**src/rtl/dmamod_pkg.sv**
```systemverilog
package dmamod_pkg;

    typedef enum logic [1:0] {
        SEL_SRC = 2'd0,
        SEL_DST = 2'd1,
        SEL_CNT = 2'd2,
        SEL_CTL = 2'd3
    } reg_sel_e;

    localparam int unsigned CTL_ERQ    = 0;
    localparam int unsigned CTL_IE     = 1;
    localparam int unsigned CTL_MOD_LO = 4;
    localparam int unsigned CTL_DONE   = 24;
    localparam int unsigned WIN_BASE   = 3;   // window bytes = 2^(k+WIN_BASE)

endpackage

```
**src/rtl/dmamod_wrap.sv**
```systemverilog
module dmamod_wrap #(
    parameter int unsigned ADDR_W = 32,
    parameter int unsigned MOD_W  = 4
) (
    input  logic [ADDR_W-1:0] cur,
    input  logic [MOD_W-1:0]  sel,
    output logic [ADDR_W-1:0] nxt,
    output logic [ADDR_W-1:0] keep_mask
);
    import dmamod_pkg::*;

    logic [ADDR_W-1:0] win;
    logic [ADDR_W-1:0] inc;

    always_comb begin
        inc = cur + ADDR_W'(1);
        win = '0;
        if (sel != '0) begin
            win = (ADDR_W'(1) << (int'(sel) + int'(WIN_BASE))) - ADDR_W'(1);
        end
        keep_mask = ~win;
        if (sel == '0) begin
            nxt = inc;
        end else begin
            nxt = (cur & ~win) | (inc & win);
        end
    end

endmodule

```
**src/rtl/dmamod_gate.sv**
```systemverilog
module dmamod_gate (
    input  logic req,
    input  logic erq,
    input  logic done,
    input  logic cnt_zero,
    output logic go
);
    always_comb begin
        go = req & erq & ~done & ~cnt_zero;
    end

endmodule

```
**src/rtl/dmamod_regs.sv**
```systemverilog
module dmamod_regs #(
    parameter int unsigned ADDR_W = 32,
    parameter int unsigned CNT_W  = 20,
    parameter int unsigned MOD_W  = 4,
    parameter int unsigned REG_W  = 32
) (
    input  logic              clk,
    input  logic              rst_n,
    input  logic              we,
    input  logic [1:0]        sel,
    input  logic [REG_W-1:0]  wdata,
    output logic [REG_W-1:0]  rdata,
    input  logic              go,
    input  logic [ADDR_W-1:0] dst_nxt,
    output logic [ADDR_W-1:0] src,
    output logic [ADDR_W-1:0] dst,
    output logic [CNT_W-1:0]  cnt,
    output logic              erq,
    output logic              ie,
    output logic [MOD_W-1:0]  dmod,
    output logic              done
);
    import dmamod_pkg::*;

    typedef struct packed {
        logic [ADDR_W-1:0] src;
        logic [ADDR_W-1:0] dst;
        logic [CNT_W-1:0]  cnt;
        logic              erq;
        logic              ie;
        logic [MOD_W-1:0]  dmod;
        logic              done;
    } chan_t;

    chan_t s_d, s_q;
    logic  done_clr;
    logic  last_xfer;

    always_comb begin
        s_d       = s_q;
        done_clr  = we && (reg_sel_e'(sel) == SEL_CTL) && wdata[CTL_DONE];
        last_xfer = go && (s_q.cnt == CNT_W'(1));
        if (go) begin
            s_d.dst = dst_nxt;
            s_d.cnt = s_q.cnt - CNT_W'(1);
        end
        if (we) begin
            case (reg_sel_e'(sel))
                SEL_SRC: s_d.src = ADDR_W'(wdata);
                SEL_DST: s_d.dst = ADDR_W'(wdata);
                SEL_CNT: s_d.cnt = wdata[CNT_W-1:0];
                SEL_CTL: begin
                    s_d.erq  = wdata[CTL_ERQ];
                    s_d.ie   = wdata[CTL_IE];
                    s_d.dmod = wdata[CTL_MOD_LO +: MOD_W];
                end
                default: ;
            endcase
        end
        s_d.done = (s_q.done & ~done_clr) | last_xfer;
    end

    always_ff @(posedge clk or negedge rst_n) begin
        if (!rst_n) begin
            s_q <= '0;
        end else begin
            s_q <= s_d;
        end
    end

    always_comb begin
        rdata = '0;
        case (reg_sel_e'(sel))
            SEL_SRC: rdata = REG_W'(s_q.src);
            SEL_DST: rdata = REG_W'(s_q.dst);
            SEL_CNT: rdata = REG_W'(s_q.cnt);
            SEL_CTL: begin
                rdata[CTL_ERQ]               = s_q.erq;
                rdata[CTL_IE]                = s_q.ie;
                rdata[CTL_MOD_LO +: MOD_W]   = s_q.dmod;
                rdata[CTL_DONE]              = s_q.done;
            end
            default: ;
        endcase
    end

    assign src  = s_q.src;
    assign dst  = s_q.dst;
    assign cnt  = s_q.cnt;
    assign erq  = s_q.erq;
    assign ie   = s_q.ie;
    assign dmod = s_q.dmod;
    assign done = s_q.done;

    AST_COUNT_STEP: assert property (@(posedge clk) disable iff (!rst_n)
        (go && !(we && reg_sel_e'(sel) == SEL_CNT)) |=> (s_q.cnt == $past(s_q.cnt) - CNT_W'(1)))
        else $error("count did not step down");

    AST_DONE_ON_LAST: assert property (@(posedge clk) disable iff (!rst_n)
        $rose(s_q.done) |-> ($past(s_q.cnt) == CNT_W'(1) && $past(go)))
        else $error("done rose without final transfer");

    AST_DONE_HELD: assert property (@(posedge clk) disable iff (!rst_n)
        (s_q.done && !(we && reg_sel_e'(sel) == SEL_CTL)) |=> s_q.done)
        else $error("done dropped without clear");

endmodule

```
**src/rtl/dmamod_top.sv**
```systemverilog
module dmamod_top #(
    parameter int unsigned ADDR_W = 32,
    parameter int unsigned CNT_W  = 20,
    parameter int unsigned MOD_W  = 4,
    parameter int unsigned DATA_W = 8,
    parameter int unsigned REG_W  = 32
) (
    input  logic              clk,
    input  logic              rst_n,
    input  logic              reg_we,
    input  logic [1:0]        reg_sel,
    input  logic [REG_W-1:0]  reg_wdata,
    output logic [REG_W-1:0]  reg_rdata,
    input  logic              per_req,
    output logic              per_ack,
    output logic [ADDR_W-1:0] per_addr,
    input  logic [DATA_W-1:0] per_data,
    output logic              mem_we,
    output logic [ADDR_W-1:0] mem_addr,
    output logic [DATA_W-1:0] mem_wdata,
    output logic              irq
);
    import dmamod_pkg::*;

    logic [ADDR_W-1:0] src, dst, dst_nxt, keep_mask;
    logic [CNT_W-1:0]  cnt;
    logic              erq, ie, done, go;
    logic [MOD_W-1:0]  dmod;

    dmamod_regs #(
        .ADDR_W(ADDR_W), .CNT_W(CNT_W), .MOD_W(MOD_W), .REG_W(REG_W)
    ) i_regs (
        .clk(clk), .rst_n(rst_n), .we(reg_we), .sel(reg_sel),
        .wdata(reg_wdata), .rdata(reg_rdata), .go(go), .dst_nxt(dst_nxt),
        .src(src), .dst(dst), .cnt(cnt), .erq(erq), .ie(ie),
        .dmod(dmod), .done(done)
    );

    dmamod_wrap #(.ADDR_W(ADDR_W), .MOD_W(MOD_W)) i_wrap (
        .cur(dst), .sel(dmod), .nxt(dst_nxt), .keep_mask(keep_mask)
    );

    dmamod_gate i_gate (
        .req(per_req), .erq(erq), .done(done),
        .cnt_zero(cnt == '0), .go(go)
    );

    assign per_ack   = go;
    assign mem_we    = go;
    assign per_addr  = src;
    assign mem_addr  = dst;
    assign mem_wdata = per_data;
    assign irq       = done & ie;

    logic dst_wr, ctl_wr;
    assign dst_wr = reg_we && (reg_sel_e'(reg_sel) == SEL_DST);
    assign ctl_wr = reg_we && (reg_sel_e'(reg_sel) == SEL_CTL);

    AST_ACK_NEEDS_REQ: assert property (@(posedge clk) disable iff (!rst_n)
        per_ack |-> (per_req && erq))
        else $error("ack without enabled request");

    AST_NO_XFER_AT_ZERO: assert property (@(posedge clk) disable iff (!rst_n)
        (cnt == '0 || done) |-> !mem_we)
        else $error("transfer while stopped");

    AST_LINEAR_STEP: assert property (@(posedge clk) disable iff (!rst_n)
        (go && dmod == '0 && !dst_wr && !ctl_wr) |=> (dst == $past(dst) + ADDR_W'(1)))
        else $error("linear step wrong");

    AST_WINDOW_KEPT: assert property (@(posedge clk) disable iff (!rst_n)
        (go && dmod != '0 && !dst_wr && !ctl_wr) |=> ((dst & keep_mask) == $past(dst & keep_mask)))
        else $error("upper bits left window");

    AST_IDLE_STABLE: assert property (@(posedge clk) disable iff (!rst_n)
        (!go && !dst_wr) |=> $stable(dst))
        else $error("pointer moved without transfer");

    AST_IRQ_SRC: assert property (@(posedge clk) disable iff (!rst_n)
        irq |-> (done && ie))
        else $error("irq without done");

endmodule

```
**config.mk**
```make
export PLATFORM = sky130hd
export DESIGN_NAME = dmamod_top
export DESIGN_NICKNAME = d
export VERILOG_FILES = /design/src/rtl/dmamod_pkg.sv /design/src/rtl/dmamod_wrap.sv /design/src/rtl/dmamod_gate.sv /design/src/rtl/dmamod_regs.sv /design/src/rtl/dmamod_top.sv
export SDC_FILE = /design/constraint.sdc
export NUM_CORES = 1
export LEC_CHECK = 0
export ABC_CLOCK_PERIOD_IN_PS = 2400
export BUFFER_PORTS_ARGS = -buffer_cell sky130_fd_sc_hd__buf_2
export CAP_MARGIN = 15
export CELL_PAD_IN_SITES_DETAIL_PLACEMENT = 1
export CELL_PAD_IN_SITES_GLOBAL_PLACEMENT = 1
export CORE_ASPECT_RATIO = 1.75
export CORE_UTILIZATION = 36
export DETAILED_ROUTE_END_ITERATION = 12
export HOLD_SLACK_MARGIN = 0.1
export PLACE_DENSITY = 0.8
export SYNTH_ARGS = -nofsm -noshare
export SYNTH_HDL_FRONTEND = slang
export SYNTH_SLANG_ARGS = --single-unit
```
**constraint.sdc**
```tcl
create_clock -name clk -period 2.4 [get_ports clk]
set_clock_uncertainty 0.15 [all_clocks]
set_input_delay 0.48 -clock clk [delete_from_list [all_inputs] [get_ports clk]]
set_output_delay 0.48 -clock clk [all_outputs]
set_load 0.01 [all_outputs]
```
==> results.rst, run 1 <==
.. list-table::
   :header-rows: 1

   * - Metric
     - Value
   * - Yosys warning total
     - 0
   * - Std cell rows
     - 60
   * - Post-synthesis instance total
     - 610
   * - Sum of net half-perimeters after detailed placement
     - ~17 mm
   * - DR vias/cell
     - 6.03
   * - Data arrival time of the critical path
     - between 2000 and 2500 ps
   * - Commonest register cell after synthesis
     - sky130_fd_sc_hd__dfrtp_1
   * - Via count of the routed design
     - 5904
   * - Post-layout power
     - approximately 0.0059 W
   * - Clock latency on the worst-skew pair
     - 350 ps
   * - Number of endpoints failing setup at the final stage
     - 0
   * - Starting density of the core
     - 37.0%
   * - Post-placement cell area
     - 7070 sq um
   * - Max-cap check violation count
     - 0
   * - Largest fanout on the critical path
     - 15
   * - H-tree lvl count
     - 3
   * - Total power divided by cell area
     - between 700 and 800 nW/um^2
   * - Kind of launch point of the worst setup path
     - flip-flop
   * - Clock Path Buffers
     - 2
   * - Number of nets still failing antenna checks after routing
     - 0
   * - Cell chosen for the clock root
     - sky130_fd_sc_hd__clkbuf_16
   * - Number of I/O pins
     - 153
   * - Max stage delay on crit path
     - between 400 and 500 ps
   * - Cell depth of the worst flop-to-flop path
     - 7
   * - Dominant cells by area after synthesis
     - sky130_fd_sc_hd__dfrtp_1 (40%), sky130_fd_sc_hd__mux2_2 (8.1%), sky130_fd_sc_hd__mux2i_1 (4.9%), sky130_fd_sc_hd__o21ai_0 (4.5%), sky130_fd_sc_hd__nand2_1 (4.0%)
   * - Initial antenna violation count
     - 0
   * - Chip height
     - between 150 and 200 um
   * - Overall global routing resource usage
     - between 20% and 30%
   * - TritonCTS clock tree
     - built
   * - Worst reg-to-reg setup slack
     - between 10 and 15 ps
   * - First-pass GRT wire length
     - between 30 and 40 mm
   * - Final weighted congestion in routability-driven placement
     - a little over 0.9
   * - Total clock sinks
     - approximately 90
   * - FFs w/ async S/R, synth
     - 100%
   * - Ratio of final minimum period to clock period
     - about 100%
   * - Crit path top cell by count
     - sky130_fd_sc_hd__buf_4
   * - Remaining DRCs
     - 0
   * - Crit path time final
     - 2390 ps
   * - # port buffers
     - ~140
   * - Transition time at the pin with the least slew margin
     - about 670 ps
   * - Floorplan die width
     - 97.3 um
   * - Critical R2R Capture
     - i_regs.dst[25]$_DFF_PN0_
   * - Most common cell after layout, fill and taps aside
     - sky130_fd_sc_hd__buf_2
   * - Share of post-route cells with drive strength above 1
     - 37.5%
   * - Clk pin slew, worst setup/hold paths
     - approximately 70 ps
   * - Data required time of the worst path
     - 2470 ps
   * - Number of distinct library cells after synthesis
     - a little over 60
   * - Standard cell core area
     - 15500 sq um
   * - Kind of critical path
     - flip-flop to flip-flop
   * - Number of flops mapped to enable cells by yosys
     - 0
   * - Wire per inst
     - approximately 23 um
   * - Max IR drop VDD
     - about 0.38 mV
   * - Outcome
     - finished, final reports clean
   * - Sequential fraction of the synthesis area
     - about two fifths
   * - Instance count after placement with tap cells included
     - 957
   * - Synthesized area divided by synthesized cell count
     - around 9.4 sq um
   * - Design Area, Final
     - between 7000 and 8000 sq um
   * - Number of nets in the layout
     - roughly 840
   * - Cell taking the most area after synthesis
     - sky130_fd_sc_hd__dfrtp_1
   * - First-pass detailed-route iteration total
     - 5
   * - Slowest cell on the critical path
     - sky130_fd_sc_hd__a2111oi_1
   * - Post-Route WL
     - around 22 mm
   * - RSZ-0062 raised after global routing
     - true
   * - Hold violation total from the final report
     - 0
   * - Commonest cells after routing, fill and taps aside
     - sky130_fd_sc_hd__buf_2 (133), sky130_fd_sc_hd__dfrtp_1 (90), sky130_fd_sc_hd__buf_4 (74), sky130_fd_sc_hd__nand2_1 (61), sky130_fd_sc_hd__o21ai_0 (51)
   * - Count of non-filler cells in the finished layout
     - a little under 1000
   * - Synthesis-to-layout area growth
     - 30.4%
   * - GRT overflow
     - 0
   * - CP Capture Type
     - flip-flop
   * - Vias in the first global route
     - between 6000 and 7000
   * - Static power due to leakage
     - around 3.2 nW
   * - Reg2reg start
     - i_regs.dmod[1]$_DFFE_PN0P_
   * - Critical Path Sink
     - i_regs.dst[25]$_DFF_PN0_
   * - Largest net degree at the start of global routing
     - 42
   * - Launching element of the worst setup path
     - i_regs.dmod[1]$_DFFE_PN0P_
   * - Synth top area share
     - approximately two fifths
   * - HP Class
     - input pin to flip-flop
   * - Area enclosed by the die boundary
     - ~16000 sq um
   * - Upper clock frequency limit
     - 419 MHz
   * - Max-slew violation count
     - 0
   * - Crit-path cells
     - buf_4, nor4_4, nand4_1, a2111oi_1, buf_4, xnor2_1, o21ai_0
   * - Total clock buffers created by CTS
     - 9
   * - Total negative setup slack
     - 0 ps
   * - Antenna diode instance count
     - 0
   * - Flop and latch count out of synthesis
     - 91
   * - Number of DRC violations after detailed-routing iteration 0
     - about 330
   * - Worst-case headroom to the max-slew limit
     - 55.2%
   * - Post-synthesis cell area
     - around 5700 sq um
kinds of logic (layout without fill, tap and decap cells):
family | after synthesis | count (layout) | share of synthesized area (%)
xor+xnor | 25 | 25 | 3.82
simple gates | 220 | 220 | 20.6
flops | 91 | 91 | 39.8
other cells | 1 | 2 | 0.0655
compound gates | 132 | 132 | 14.5
mux | 75 | 75 | 15.3
buf+inv | 61 | 243 | 4.83
fa+ha+maj | 5 | 5 | 1.09
cells in the mapped netlist, types with 7 or more instances:
library cell and n:
sky130_fd_sc_hd__nor4_1 8, sky130_fd_sc_hd__a21oi_1 10, sky130_fd_sc_hd__nor3_1 7, sky130_fd_sc_hd__nand3_1 15, sky130_fd_sc_hd__mux2i_1 28, sky130_fd_sc_hd__or3_1 7
sky130_fd_sc_hd__clkbuf_1 33, sky130_fd_sc_hd__dfrtp_1 91, sky130_fd_sc_hd__a2111oi_0 7, sky130_fd_sc_hd__nand4_1 14, sky130_fd_sc_hd__o211ai_1 7, sky130_fd_sc_hd__nand2_1 61
sky130_fd_sc_hd__a31oi_1 24, sky130_fd_sc_hd__and2_1 7, sky130_fd_sc_hd__mux2_2 41, sky130_fd_sc_hd__buf_4 9, sky130_fd_sc_hd__xnor2_1 19, sky130_fd_sc_hd__o31ai_1 15
sky130_fd_sc_hd__or4_1 15, sky130_fd_sc_hd__and4_1 9, sky130_fd_sc_hd__nor2_1 50, sky130_fd_sc_hd__o21ai_0 52, sky130_fd_sc_hd__inv_1 9
report_power, final:
| group | internal [W] | switching [W] | leakage, nW |
|---|---|---|---|
| clock | 0.000732 | 0.000645 | 0.139 |
| combinational | 0.00103 | 0.00127 | 2.02 |
| sequential | 0.00186 | 0.000359 | 1.07 |
metrics by stage:
step | worst slack [ps] | hold WS, ps | util, %
final | 11.8 | 213 | 48.3
after global placement | 157 | 353 | 45.7
after detailed placement | -27.1 | 370 | 45.7
after CTS | 7.50 | 205 | 48.0
after floorplan | 40.1 | 34.4 | -
after global routing | -63.3 | 210 | 48.3
state kept, by name (all words and copies together) (netlist names):
signal and count:
i_regs.dst 32, i_regs.src 32, i_regs.cnt 20, i_regs.dmod 4
i_regs.done 1, i_regs.erq 1, i_regs.ie 1
worst min-delay path by stage:
stage / startpoint / end / cells after the start
finish: reg_wdata[23] / i_regs.dst[23]$_DFF_PN0_ / 3
global route: reg_wdata[23] / i_regs.dst[23]$_DFF_PN0_ / 3
CTS: reg_wdata[23] / i_regs.dst[23]$_DFF_PN0_ / 3
detailed placement: rst_n / i_regs.src[5]$_DFFE_PN0P_ / 1
global placement: i_regs.ie$_DFFE_PN0P_ / i_regs.ie$_DFFE_PN0P_ / 1
floorplan: rst_n / i_regs.cnt[0]$_DFF_PN0_ / 0
layout make-up:
cell class                      count  area, sq um
Clock buffer                       10          239
Clock inverter                      6         40.0
Fill cell                        1831         8000
Inverter                           10         40.0
Multi-Input combinational cell    459         3240
Sequential cell                    91         2280
Tap cell                          186          233
Timing Repair Buffer              217         1390
metal layers:
metal / vias to the layer above / global-route usage (%) / share of wire, %
li1: 2601 / - / -
met1: 2976 / 29.4 / 37
met2: 245 / 50.5 / 54
met3: 82 / 3.80 / 4.3
met4: 0 / 15.7 / 5.1
met5: - / 0 / 0
repair_timing:
action | CTS | global route
buffers inserted | 5 | 0
endpoints found under the setup margin | 3 | 6
gates resized for setup | 8 | 8
pin swaps | 4 | 3
hold endpoints to repair | 38 | 0
hold buffers | 1 | 0
worst max-delay path: cells and delay by family (launching register included):
family          cells  cell delay (ps)
simple gates        2              680
compound gates      2              530
flops               1              380
buf+inv             2              400
xor+xnor            1              120
No activity file was read; power rests on OpenSTA's default activity.
==> inputs of run 2 (changes only) <==
==> constraint.sdc (replaced) <==
create_clock -name clk -period 2.4 [get_ports clk]
set_clock_uncertainty 0.15 [all_clocks]
set_input_delay 0.48 -clock clk [delete_from_list [all_inputs] [get_ports clk]]
set_output_delay 0.48 -clock clk [all_outputs]
set_load 0.02 [all_outputs]
==> results.rst, run 2 (synthesized netlist as in run 1, its figures left out) <==
.. list-table::
   :header-rows: 1

   * - Metric
     - Value
   * - Outcome
     - finished, final reports clean
   * - Post-layout power
     - between 0.006 and 0.007 W
   * - Fraction of power consumed by sequential logic
     - 36.0%
   * - Total negative setup slack
     - 0 ps
   * - Transition time at the pin with the least slew margin
     - 604 ps
   * - Sum of net half-perimeters after detailed placement
     - 17.0 mm
   * - Antenna diode instance count
     - 0
   * - Kind of critical path
     - flip-flop to primary output
   * - Cell chosen for the clock root
     - sky130_fd_sc_hd__clkbuf_16
   * - Wire per inst
     - between 20 and 25 um
   * - Static power due to leakage
     - about 3.2 nW
   * - Switching Power
     - 0.00252 W
   * - Final WS setup
     - roughly 21 ps
   * - Max IR drop VDD
     - approximately 0.32 mV
   * - Number of I/O pins
     - roughly 150
   * - Placement-stage worst setup slack
     - between 80 and 90 ps
   * - Number of endpoints failing setup at the final stage
     - 0
   * - Initial antenna violation count
     - 0
   * - Most common cell after layout, fill and taps aside
     - sky130_fd_sc_hd__buf_2
   * - Chip height
     - between 150 and 200 um
   * - Vias in the first global route
     - approximately 6400
   * - First-pass detailed-route iteration total
     - 5
   * - Final weighted congestion in routability-driven placement
     - around 0.93
   * - Starting density of the core
     - a little under two fifths
   * - TritonCTS clock tree
     - built
   * - GRT overflow
     - 0
   * - Largest net degree at the start of global routing
     - 45
   * - HP Class
     - input pin to flip-flop
   * - Standard cell core area
     - around 15000 sq um
   * - P_int
     - 0.00375 W
   * - Max-slew violation count
     - 0
   * - Worst-case headroom to the max-slew limit
     - roughly three fifths
   * - Filler cell count
     - between 1500 and 2000
   * - First-pass GRT wire length
     - ~35 mm
   * - Max-cap check violation count
     - 0
   * - Crit path time final
     - around 2400 ps
   * - CP Capture Type
     - primary output
   * - Sw Ratio
     - approximately two fifths
   * - Via count of the routed design
     - slightly below 6000
   * - Total clock buffers created by CTS
     - 9
   * - Commonest cells after routing, fill and taps aside
     - sky130_fd_sc_hd__buf_2 (135), sky130_fd_sc_hd__dfrtp_1 (86), sky130_fd_sc_hd__buf_4 (69), sky130_fd_sc_hd__nand2_1 (61), sky130_fd_sc_hd__o21ai_0 (51)
   * - Kind of launch point of the worst setup path
     - flip-flop
   * - Ratio of final minimum period to clock period
     - between 90% and 100%
   * - DR vias/cell
     - between 6 and 7
   * - Number of nets still failing antenna checks after routing
     - 0
   * - Share of post-route cells with drive strength above 1
     - between 30% and 40%
   * - Number of DRC violations after detailed-routing iteration 0
     - 320
   * - Total clock sinks
     - roughly 90
   * - H-tree lvl count
     - 3
   * - Upper clock frequency limit
     - about 420 MHz
   * - Data arrival time of the critical path
     - approximately 1800 ps
   * - Area enclosed by the die boundary
     - 16400 sq um
   * - Floorplan die width
     - ~100 um
   * - # port buffers
     - ~140
   * - Data required time of the worst path
     - between 1500 and 2000 ps
   * - Clock Path Buffers
     - 2
   * - Std cell rows
     - 60
   * - Clock network power share
     - between 20% and 30%
   * - Largest fanout on the critical path
     - 4
   * - Clk pin slew, worst setup/hold paths
     - 70 ps
   * - Footprint of the flip-flops and latches
     - around 2300 sq um
   * - Hold violation total from the final report
     - 0
   * - Number of nets in the layout
     - 833
   * - Post-Route WL
     - between 20 and 25 mm
   * - Combinational fraction of design power
     - about 40%
   * - Total power divided by cell area
     - between 800 and 900 nW/um^2
   * - Overall global routing resource usage
     - between 20% and 30%
   * - Clock latency on the worst-skew pair
     - ~350 ps
   * - Remaining DRCs
     - 0
   * - Multi-input gate area in the final layout
     - ~3300 sq um
   * - Synthesis-to-layout area growth
     - 29.7%
[run 2: worst max-delay path, stage by stage (launching register included)]
cell and delay [ps]:
sky130_fd_sc_hd__dfrtp_2 460, sky130_fd_sc_hd__nor3_4 250, sky130_fd_sc_hd__nand4_1 190, sky130_fd_sc_hd__o21ai_2 230, sky130_fd_sc_hd__clkinv_2 110, sky130_fd_sc_hd__buf_2 170
[run 2: layout make-up]
type                            count  area share (%)
Multi-Input combinational cell    459            43.8
Sequential cell                    91            30.7
Timing Repair Buffer              211            17.7
Clock buffer                       11            3.40
Tap cell                          186            3.13
Clock inverter                      4           0.674
Inverter                           10           0.522
[run 2: metrics by stage]
step / std cells / hold slack, ps / utilization [%] / area, sq um
after floorplan: 611 / 34.4 / - / 5740
after global placement: 950 / 308 / 45.2 / 6990
after detailed placement: 950 / 313 / 45.2 / 6990
after CTS: 969 / 204 / 47.6 / 7370
after global routing: 972 / 213 / 48.0 / 7430
final: 972 / 208 / 48.0 / 7430
[run 2: worst paths after layout]
path,startpoint,end,slack (ps),depth (start not counted)
max,i_regs.cnt[17]$_DFF_PN0_,per_ack,20,5
min,reg_wdata[22],i_regs.dst[22]$_DFF_PN0_,210,3
max reg2reg,i_regs.cnt[9]$_DFF_PN0_,i_regs.dst[6]$_DFF_PN0_,40,8
min reg2reg,i_regs.ie$_DFFE_PN0P_,i_regs.ie$_DFFE_PN0P_,390,1
max in group asynchronous,rst_n,i_regs.cnt[17]$_DFF_PN0_,970,3
min in group asynchronous,rst_n,i_regs.src[10]$_DFFE_PN0P_,480,2
[run 2: per-layer routing]
layer  global-route usage [%]  vias up  wire, um
li1                         -     2598         -
met1                     29.1     3021      8150
met2                     50.3      229     12200
met3                     3.88       85       941
met4                     17.3        0      1300
met5                        0        -         0
[run 2: what timing repair did]
item,4_1_cts,5_1_grt
hold buffers,1,0
setup endpoints to repair,3,5
setup buffers,3,3
pin swaps,1,6
resized for setup,8,12
hold endpoints to repair,32,0
[run 2: power groups by stage]
stage / clock [W] / combinational [W] / sequential [W]
after floorplan: 0 / 0.00113 / 0.00246
after detailed placement: 0 / 0.00244 / 0.00225
after global placement: 0 / 0.00237 / 0.00221
after global routing: 0.00155 / 0.00270 / 0.00230
final: 0.00148 / 0.00253 / 0.00226
after CTS: 0.00150 / 0.00249 / 0.00223
